$ cat src/rtl/lsm_pkg.sv
package lsm_pkg;

    typedef enum logic [2:0] {
        OP_ADDI    = 3'd0,
        OP_SUBI    = 3'd1,
        OP_LOAD    = 3'd2,
        OP_LOADRET = 3'd3,
        OP_STORE   = 3'd4,
        OP_MOV     = 3'd5,
        OP_MOVRET  = 3'd6
    } uop_op_e;

    typedef enum logic [2:0] {
        PH_IDLE = 3'd0,
        PH_COPY = 3'd1,
        PH_MEM  = 3'd2,
        PH_WB   = 3'd3,
        PH_MOVE = 3'd4
    } phase_e;

endpackage

$ cat src/rtl/lsm_popcnt.sv
module lsm_popcnt #(
    parameter int N  = 16,
    parameter int CW = $clog2(N + 1)
) (
    input  logic [N-1:0]  bits_i,
    output logic [CW-1:0] cnt_o
);
    logic [CW-1:0] acc [0:N];

    assign acc[0] = '0;

    for (genvar i = 0; i < N; i++) begin : g_sum
        assign acc[i+1] = acc[i] + CW'(bits_i[i]);
    end

    assign cnt_o = acc[N];
endmodule

$ cat src/rtl/lsm_lowbit.sv
module lsm_lowbit #(
    parameter int N  = 16,
    parameter int IW = $clog2(N)
) (
    input  logic [N-1:0]  mask_i,
    output logic [IW-1:0] idx_o,
    output logic [N-1:0]  rest_o
);
    always_comb begin
        idx_o = '0;
        for (int i = N - 1; i >= 0; i--) begin
            if (mask_i[i]) idx_o = IW'(i);
        end
    end

    assign rest_o = mask_i & (mask_i - N'(1));
endmodule

$ cat src/rtl/lsm_uop_seq.sv
module lsm_uop_seq
    import lsm_pkg::*;
#(
    parameter int NREGS  = 16,
    parameter int PC_IDX = 15,
    parameter int SP_IDX = 13,
    parameter int RIW    = $clog2(NREGS),
    parameter int IDXW   = RIW + 1,
    parameter int OFFW   = $clog2(NREGS * 4) + 1
) (
    input  logic             clk,
    input  logic             rst_n,
    input  logic             req_valid,
    output logic             req_ready,
    input  logic [NREGS-1:0] req_list,
    input  logic [RIW-1:0]   req_base,
    input  logic             req_load,
    input  logic             req_incr,
    input  logic             req_before,
    input  logic             req_wb,
    input  logic             req_user,
    output logic             uop_valid,
    input  logic             uop_ready,
    output logic [2:0]       uop_opc,
    output logic [IDXW-1:0]  uop_ra,
    output logic [IDXW-1:0]  uop_rb,
    output logic [OFFW-1:0]  uop_off,
    output logic             uop_up,
    output logic             uop_usr,
    output logic             uop_ctrl,
    output logic             uop_ret,
    output logic             uop_last
);
    localparam int CNTW = $clog2(NREGS + 1);
    localparam logic [IDXW-1:0] TMP0 = IDXW'(NREGS);
    localparam logic [IDXW-1:0] TMP1 = IDXW'(NREGS + 1);
    localparam logic [RIW-1:0]  PCR  = RIW'(PC_IDX);
    localparam logic [RIW-1:0]  SPR  = RIW'(SP_IDX);
    localparam logic [OFFW-1:0] STEP = OFFW'(4);

    typedef struct packed {
        phase_e           ph;
        logic [NREGS-1:0] mask;
        logic [RIW-1:0]   base;
        logic             ld;
        logic             incr;
        logic             wb;
        logic             force_usr;
        logic             exc_ret;
        logic [CNTW-1:0]  n;
        logic [OFFW-1:0]  off;
        logic [RIW-1:0]   last_reg;
    } seq_st_t;

    seq_st_t st_d, st_q;

    logic [CNTW-1:0]  req_cnt;
    logic [RIW-1:0]   low_idx;
    logic [NREGS-1:0] low_rest;
    logic [OFFW-1:0]  req_span;
    logic [OFFW-1:0]  start_off;
    logic             fire;
    uop_op_e          opc_w;

    lsm_popcnt #(.N(NREGS), .CW(CNTW)) u_cnt (
        .bits_i (req_list),
        .cnt_o  (req_cnt)
    );

    lsm_lowbit #(.N(NREGS), .IW(RIW)) u_low (
        .mask_i (st_q.mask),
        .idx_o  (low_idx),
        .rest_o (low_rest)
    );

    assign req_span  = OFFW'(req_cnt) << 2;
    assign start_off = req_incr ? (req_before ? STEP : '0)
                                : (req_before ? req_span : req_span - STEP);
    assign req_ready = (st_q.ph == PH_IDLE);
    assign uop_valid = (st_q.ph != PH_IDLE);
    assign fire      = uop_valid && uop_ready;
    assign uop_opc   = opc_w;

    always_comb begin
        st_d     = st_q;
        opc_w    = OP_ADDI;
        uop_ra   = '0;
        uop_rb   = '0;
        uop_off  = '0;
        uop_up   = 1'b1;
        uop_usr  = 1'b0;
        uop_ctrl = 1'b0;
        uop_ret  = 1'b0;
        uop_last = 1'b0;
        unique case (st_q.ph)
            PH_IDLE: begin
                if (req_valid) begin
                    st_d.ph        = PH_COPY;
                    st_d.mask      = req_list;
                    st_d.base      = req_base;
                    st_d.ld        = req_load;
                    st_d.incr      = req_incr;
                    st_d.wb        = req_wb;
                    st_d.force_usr = req_user && !req_list[PC_IDX];
                    st_d.exc_ret   = req_user && req_list[PC_IDX];
                    st_d.n         = req_cnt;
                    st_d.off       = start_off;
                    st_d.last_reg  = '0;
                end
            end
            PH_COPY: begin
                opc_w    = OP_ADDI;
                uop_ra   = TMP0;
                uop_rb   = {1'b0, st_q.base};
                uop_last = (st_q.mask == '0);
                if (fire) st_d.ph = (st_q.mask == '0) ? PH_IDLE : PH_MEM;
            end
            PH_MEM: begin
                uop_rb  = TMP0;
                uop_off = st_q.off;
                uop_up  = st_q.incr;
                if (st_q.ld) begin
                    if (st_q.wb && low_rest == '0) begin
                        opc_w  = OP_LOAD;
                        uop_ra = TMP1;
                    end else if (low_idx == PCR && st_q.exc_ret) begin
                        opc_w  = OP_LOADRET;
                        uop_ra = {1'b0, low_idx};
                    end else begin
                        opc_w   = OP_LOAD;
                        uop_ra  = {1'b0, low_idx};
                        uop_usr = st_q.force_usr;
                    end
                end else begin
                    opc_w   = OP_STORE;
                    uop_ra  = {1'b0, low_idx};
                    uop_usr = st_q.force_usr;
                end
                uop_last = (low_rest == '0) && !st_q.wb;
                if (fire) begin
                    st_d.mask     = low_rest;
                    st_d.off      = st_q.incr ? st_q.off + STEP : st_q.off - STEP;
                    st_d.last_reg = low_idx;
                    if (low_rest == '0) st_d.ph = st_q.wb ? PH_WB : PH_IDLE;
                end
            end
            PH_WB: begin
                opc_w    = st_q.incr ? OP_ADDI : OP_SUBI;
                uop_ra   = {1'b0, st_q.base};
                uop_rb   = {1'b0, st_q.base};
                uop_off  = OFFW'(st_q.n) << 2;
                uop_up   = st_q.incr;
                uop_last = !st_q.ld;
                if (fire) st_d.ph = st_q.ld ? PH_MOVE : PH_IDLE;
            end
            PH_MOVE: begin
                uop_rb   = TMP1;
                uop_last = 1'b1;
                if (st_q.exc_ret && st_q.last_reg == PCR) begin
                    opc_w  = OP_MOVRET;
                    uop_ra = {1'b0, PCR};
                end else begin
                    opc_w    = OP_MOV;
                    uop_ra   = {1'b0, st_q.last_reg};
                    uop_usr  = st_q.force_usr;
                    uop_ctrl = (st_q.last_reg == PCR);
                    uop_ret  = (st_q.last_reg == PCR) && (st_q.base == SPR);
                end
                if (fire) st_d.ph = PH_IDLE;
            end
            default: st_d.ph = PH_IDLE;
        endcase
    end

    always_ff @(posedge clk or negedge rst_n) begin
        if (!rst_n) begin
            st_q    <= '0;
            st_q.ph <= PH_IDLE;
        end else begin
            st_q <= st_d;
        end
    end

    // Observer: set once the base update has been handed over.
    logic wb_seen_q;
    always_ff @(posedge clk or negedge rst_n) begin
        if (!rst_n) begin
            wb_seen_q <= 1'b0;
        end else if (fire && uop_last) begin
            wb_seen_q <= 1'b0;
        end else if (fire && (uop_opc == OP_ADDI || uop_opc == OP_SUBI) && uop_ra != TMP0) begin
            wb_seen_q <= 1'b1;
        end
    end

    p_busy_excl_r1: assert property (@(posedge clk) disable iff (!rst_n)
        uop_valid |-> !req_ready);

    p_hold_r1: assert property (@(posedge clk) disable iff (!rst_n)
        (uop_valid && !uop_ready) |=> (uop_valid && $stable(uop_opc) && $stable(uop_ra)
            && $stable(uop_rb) && $stable(uop_off) && $stable(uop_up) && $stable(uop_usr)
            && $stable(uop_ctrl) && $stable(uop_ret) && $stable(uop_last)));

    p_first_copy_r4: assert property (@(posedge clk) disable iff (!rst_n)
        (req_valid && req_ready) |=> (uop_valid && uop_opc == OP_ADDI && uop_ra == TMP0
            && uop_off == '0));

    p_last_idle_r3: assert property (@(posedge clk) disable iff (!rst_n)
        (fire && uop_last) |=> req_ready);

    p_no_mem_after_wb_r7: assert property (@(posedge clk) disable iff (!rst_n)
        (uop_valid && wb_seen_q) |-> !(uop_opc == OP_LOAD || uop_opc == OP_LOADRET
            || uop_opc == OP_STORE));

    p_hint_on_pc_move_r11: assert property (@(posedge clk) disable iff (!rst_n)
        (uop_valid && (uop_ctrl || uop_ret)) |-> (uop_opc == OP_MOV && uop_ctrl
            && uop_ra == {1'b0, PCR}));
endmodule

$ cat config.mk
export PLATFORM = sky130hd
export DESIGN_NAME = lsm_uop_seq
export DESIGN_NICKNAME = d
export VERILOG_FILES = /design/src/rtl/lsm_pkg.sv /design/src/rtl/lsm_popcnt.sv /design/src/rtl/lsm_lowbit.sv /design/src/rtl/lsm_uop_seq.sv
export SDC_FILE = /design/constraint.sdc
export NUM_CORES = 1
export LEC_CHECK = 0
export BUFFER_PORTS_ARGS = -buffer_cell sky130_fd_sc_hd__buf_2
export CORE_ASPECT_RATIO = 1.1
export CORE_MARGIN = 2
export CORE_UTILIZATION = 35
export CTS_CLUSTER_SIZE = 8
export DETAILED_ROUTE_END_ITERATION = 16
export SYNTH_ARGS = -nofsm -noshare
export SYNTH_HDL_FRONTEND = slang
export SYNTH_SLANG_ARGS = --single-unit
$ cat constraint.sdc
create_clock -name clk -period 2.31 [get_ports clk]
set_input_delay 0.231 -clock clk [delete_from_list [all_inputs] [get_ports clk]]
set_output_delay 0.231 -clock clk [all_outputs]
set_load 0.02 [all_outputs]
==> results.cfg <==
[clocking]
htreeDepth = 2
clk_latency_ns = 0.31
tritoncts = yes
clk_pin_slew_ns = 0.10
cts_made_buffers = 5
numClockSinks = 42
clockRootBuffer = clkbuf_8
clk_path_buf_depth = 2

[synth]
syn_inst = 394
synth_edf_count = 0
yosys.cell_count.top_type = nand2_1
synth_area_leader_cell = dfrtp_1
syn_area_mm2 = 0.003206
yosysWarnings = 0
synthArstFlopShare = 1.000
synthDistinctLibCells = 61
netlist_top_cells_area = dfrtp_1, fa_1, nand2_1
synth_common_cells = nand2_1, dfrtp_1, inv_1, nor2_1, a21oi_1
synth_area_per_cell_um2 = 8.136
synth_top_area_frac = 0.3279
synth_seq_cells = 42
yosys_most_used_dff = dfrtp_1
yosysSeqAreaShare = 0.3279

[floorplanning]
dieArea_mm2 = 0.009941
start_util = 0.3613
num_io_pins = 56
fp.coreArea_mm2 = 0.008874
die_h_um = 104.4
rows = 36
die_x_um = 95.25

[global_route]
grt_max_degree = 31
grt_use_total = 0.2050
grt_pass1_vias = 3350
gr-total-overflow = 0
antenna_found_initial = 0
grt_pass1_wl_mm = 16.16

[layout]
diodes = 0
reg_top3 = st_q x42
regMostFlops = st_q
largest_reg_flops = 42
finish.utilization = 0.5020
synthToLayoutAreaGrowth_pct = 38.95
fillers = 843
drive_gt1_frac = 0.3562
fin_nets = 559

[route]
wire_per_inst_um = 15.42
via_per_inst = 5.187
wl_mm = 9.638
ant_nets = 0
dr.pass1.iters = 4
drtIter0Drc = 146
num_vias = 3242
drc = 0

[power]
leakagePower_nw = 2.182
ir_drop_mv = 0.6366
p_per_area_mw_per_mm2 = 1650

[placed_design]
io_buffers = 53
preCtsSetupSlack_ns = -1.994
gp_congestion = 0.8751
dp_hpwl_mm = 7.465

[sta]
fin_crit_sh = 1.705
drv_slew = 0
max_freq_mhz = 253.9
setup_slack_ns = -1.628
min_period_ns = 3.938
rsz0062_at_grt = yes
setup_viol = 19
holdWs_ns = 0.09909
skew_ns = 0.01440
hold_viol_final = 0

[critical_path]
critPathMaxFanout = 3
path_buf_inv = 4
timing.critical_path.from_type = primary input
path_delay_family = adder cells
critical_path.most_common_cell = fa_1
crit_arrival_ns = 4.13
crit_type = primary input to flip-flop
cp_slowest_stage_delay_ns = 0.54
crit_path_end_kind = flip-flop
regToRegSetupSlack_ns = -0.05
path_cells = buf_6 > inv_4 > fa_1 > fa_1 > fa_1 > fa_1 > fa_2 > inv_2 > fa_2 > inv_2 > ha_4 > nor2b_4 > a21oi_1 > a22oi_1 > o22ai_1 > a21oi_1 > o22ai_1
required_ns = 2.50
critPathSlowestCell = fa_1

[worst_hold_path]
hold_path.class = primary input to flip-flop

[status]
status = finished with violations
violations = negative setup slack

[flow_run]
drv_cap = 0
[routing by layer]
layer	global-route usage	wire length, um
met4	0.05487	143
met3	0.02391	394
met5	0	0
met1	0.2712	4143
met2	0.3496	4957
[stage by stage]
step	area (um^2)	std cells	setup TNS (ns)	power [W]
after floorplan	3268	395	-13.36	0.004325
after global placement	4114	610	-17.39	0.006100
after detailed placement	4114	610	-17.82	0.006202
after CTS	4378	622	-16.58	0.007117
after global routing	4454	625	-19.00	0.007960
final	4454	625	-16.79	0.007350
[worst min-delay path: stages]
cell	delay (ns)
buf_2	0.07
nand2_1	0.04
nand2_1	0.04
[report_power, final]
| part | switching [W] | internal, W |
|---|---|---|
| sequential | 0.000300 | 0.00104 |
| combinational | 0.00280 | 0.00269 |
| clock | 0.000297 | 0.000217 |
| total | 0.00340 | 0.00395 |
[cells by family after synthesis]
logic type,after synthesis,synth area share
buffers and inverters,63,0.07767
other,1,0.001170
AO/OA/AOI/OAI,112,0.2225
multiplexers,8,0.02615
XOR/XNOR,7,0.01913
flip-flops,42,0.3279
AND/OR/NAND/NOR,140,0.2186
adder cells (fa/ha/maj),21,0.1069
[layout make-up]
type / instances / area (um^2) / share of cell area
clock buffers: 5 / 68.82 / 0.01545
clock inverters: 3 / 23.77 / 0.005337
inverters: 39 / 156.4 / 0.03511
multi-input cells: 290 / 2066 / 0.4638
flip-flops and latches: 42 / 1051 / 0.2360
well taps: 114 / 142.6 / 0.03202
repair buffers: 132 / 945.9 / 0.2124
[placed cells by master, fill, tap and decap left out, types with 3 or more instances in the layout]
| cell type | count |
|---|---|
| xnor2_2 | 3 |
| o22ai_1 | 8 |
| o21ai_2 | 6 |
| xnor2_1 | 3 |
| nand2b_1 | 4 |
| o21ai_0 | 13 |
| a21o_1 | 5 |
| clkbuf_8 | 5 |
| buf_6 | 16 |
| a21oi_1 | 25 |
| mux2i_1 | 5 |
| nor2_1 | 37 |
| nand2_1 | 52 |
| fa_1 | 9 |
| nor3_1 | 6 |
| dfrtp_1 | 42 |
| inv_1 | 32 |
| a21oi_2 | 3 |
| ha_1 | 8 |
| or4_4 | 3 |
| buf_4 | 72 |
| and2_1 | 6 |
| o21ai_1 | 20 |
| nand3_1 | 6 |
| inv_2 | 5 |
| buf_2 | 43 |
| a32oi_1 | 3 |
[final timing paths]
kind	cells past startpoint	startpoint	end
worst max-delay path	17	req_list[3]	st_q[10]
worst min-delay path	3	req_base[0]	st_q[21]
worst max register to register	9	st_q[25]	st_q[42]
worst min register to register	2	st_q[13]	st_q[13]
max in group asynchronous	3	rst_n	st_q[40]
min in group asynchronous	2	rst_n	st_q[13]
[repair_timing]
action | in CTS | in global routing
endpoints found under the setup margin | 19 | 19
buffers inserted | 3 | 3
hold endpoints to repair | 17 | 0
hold buffers | 1 | 0
pin swaps | 21 | 12
resized for setup | 33 | 14
Power figures use the tool's default switching activity.
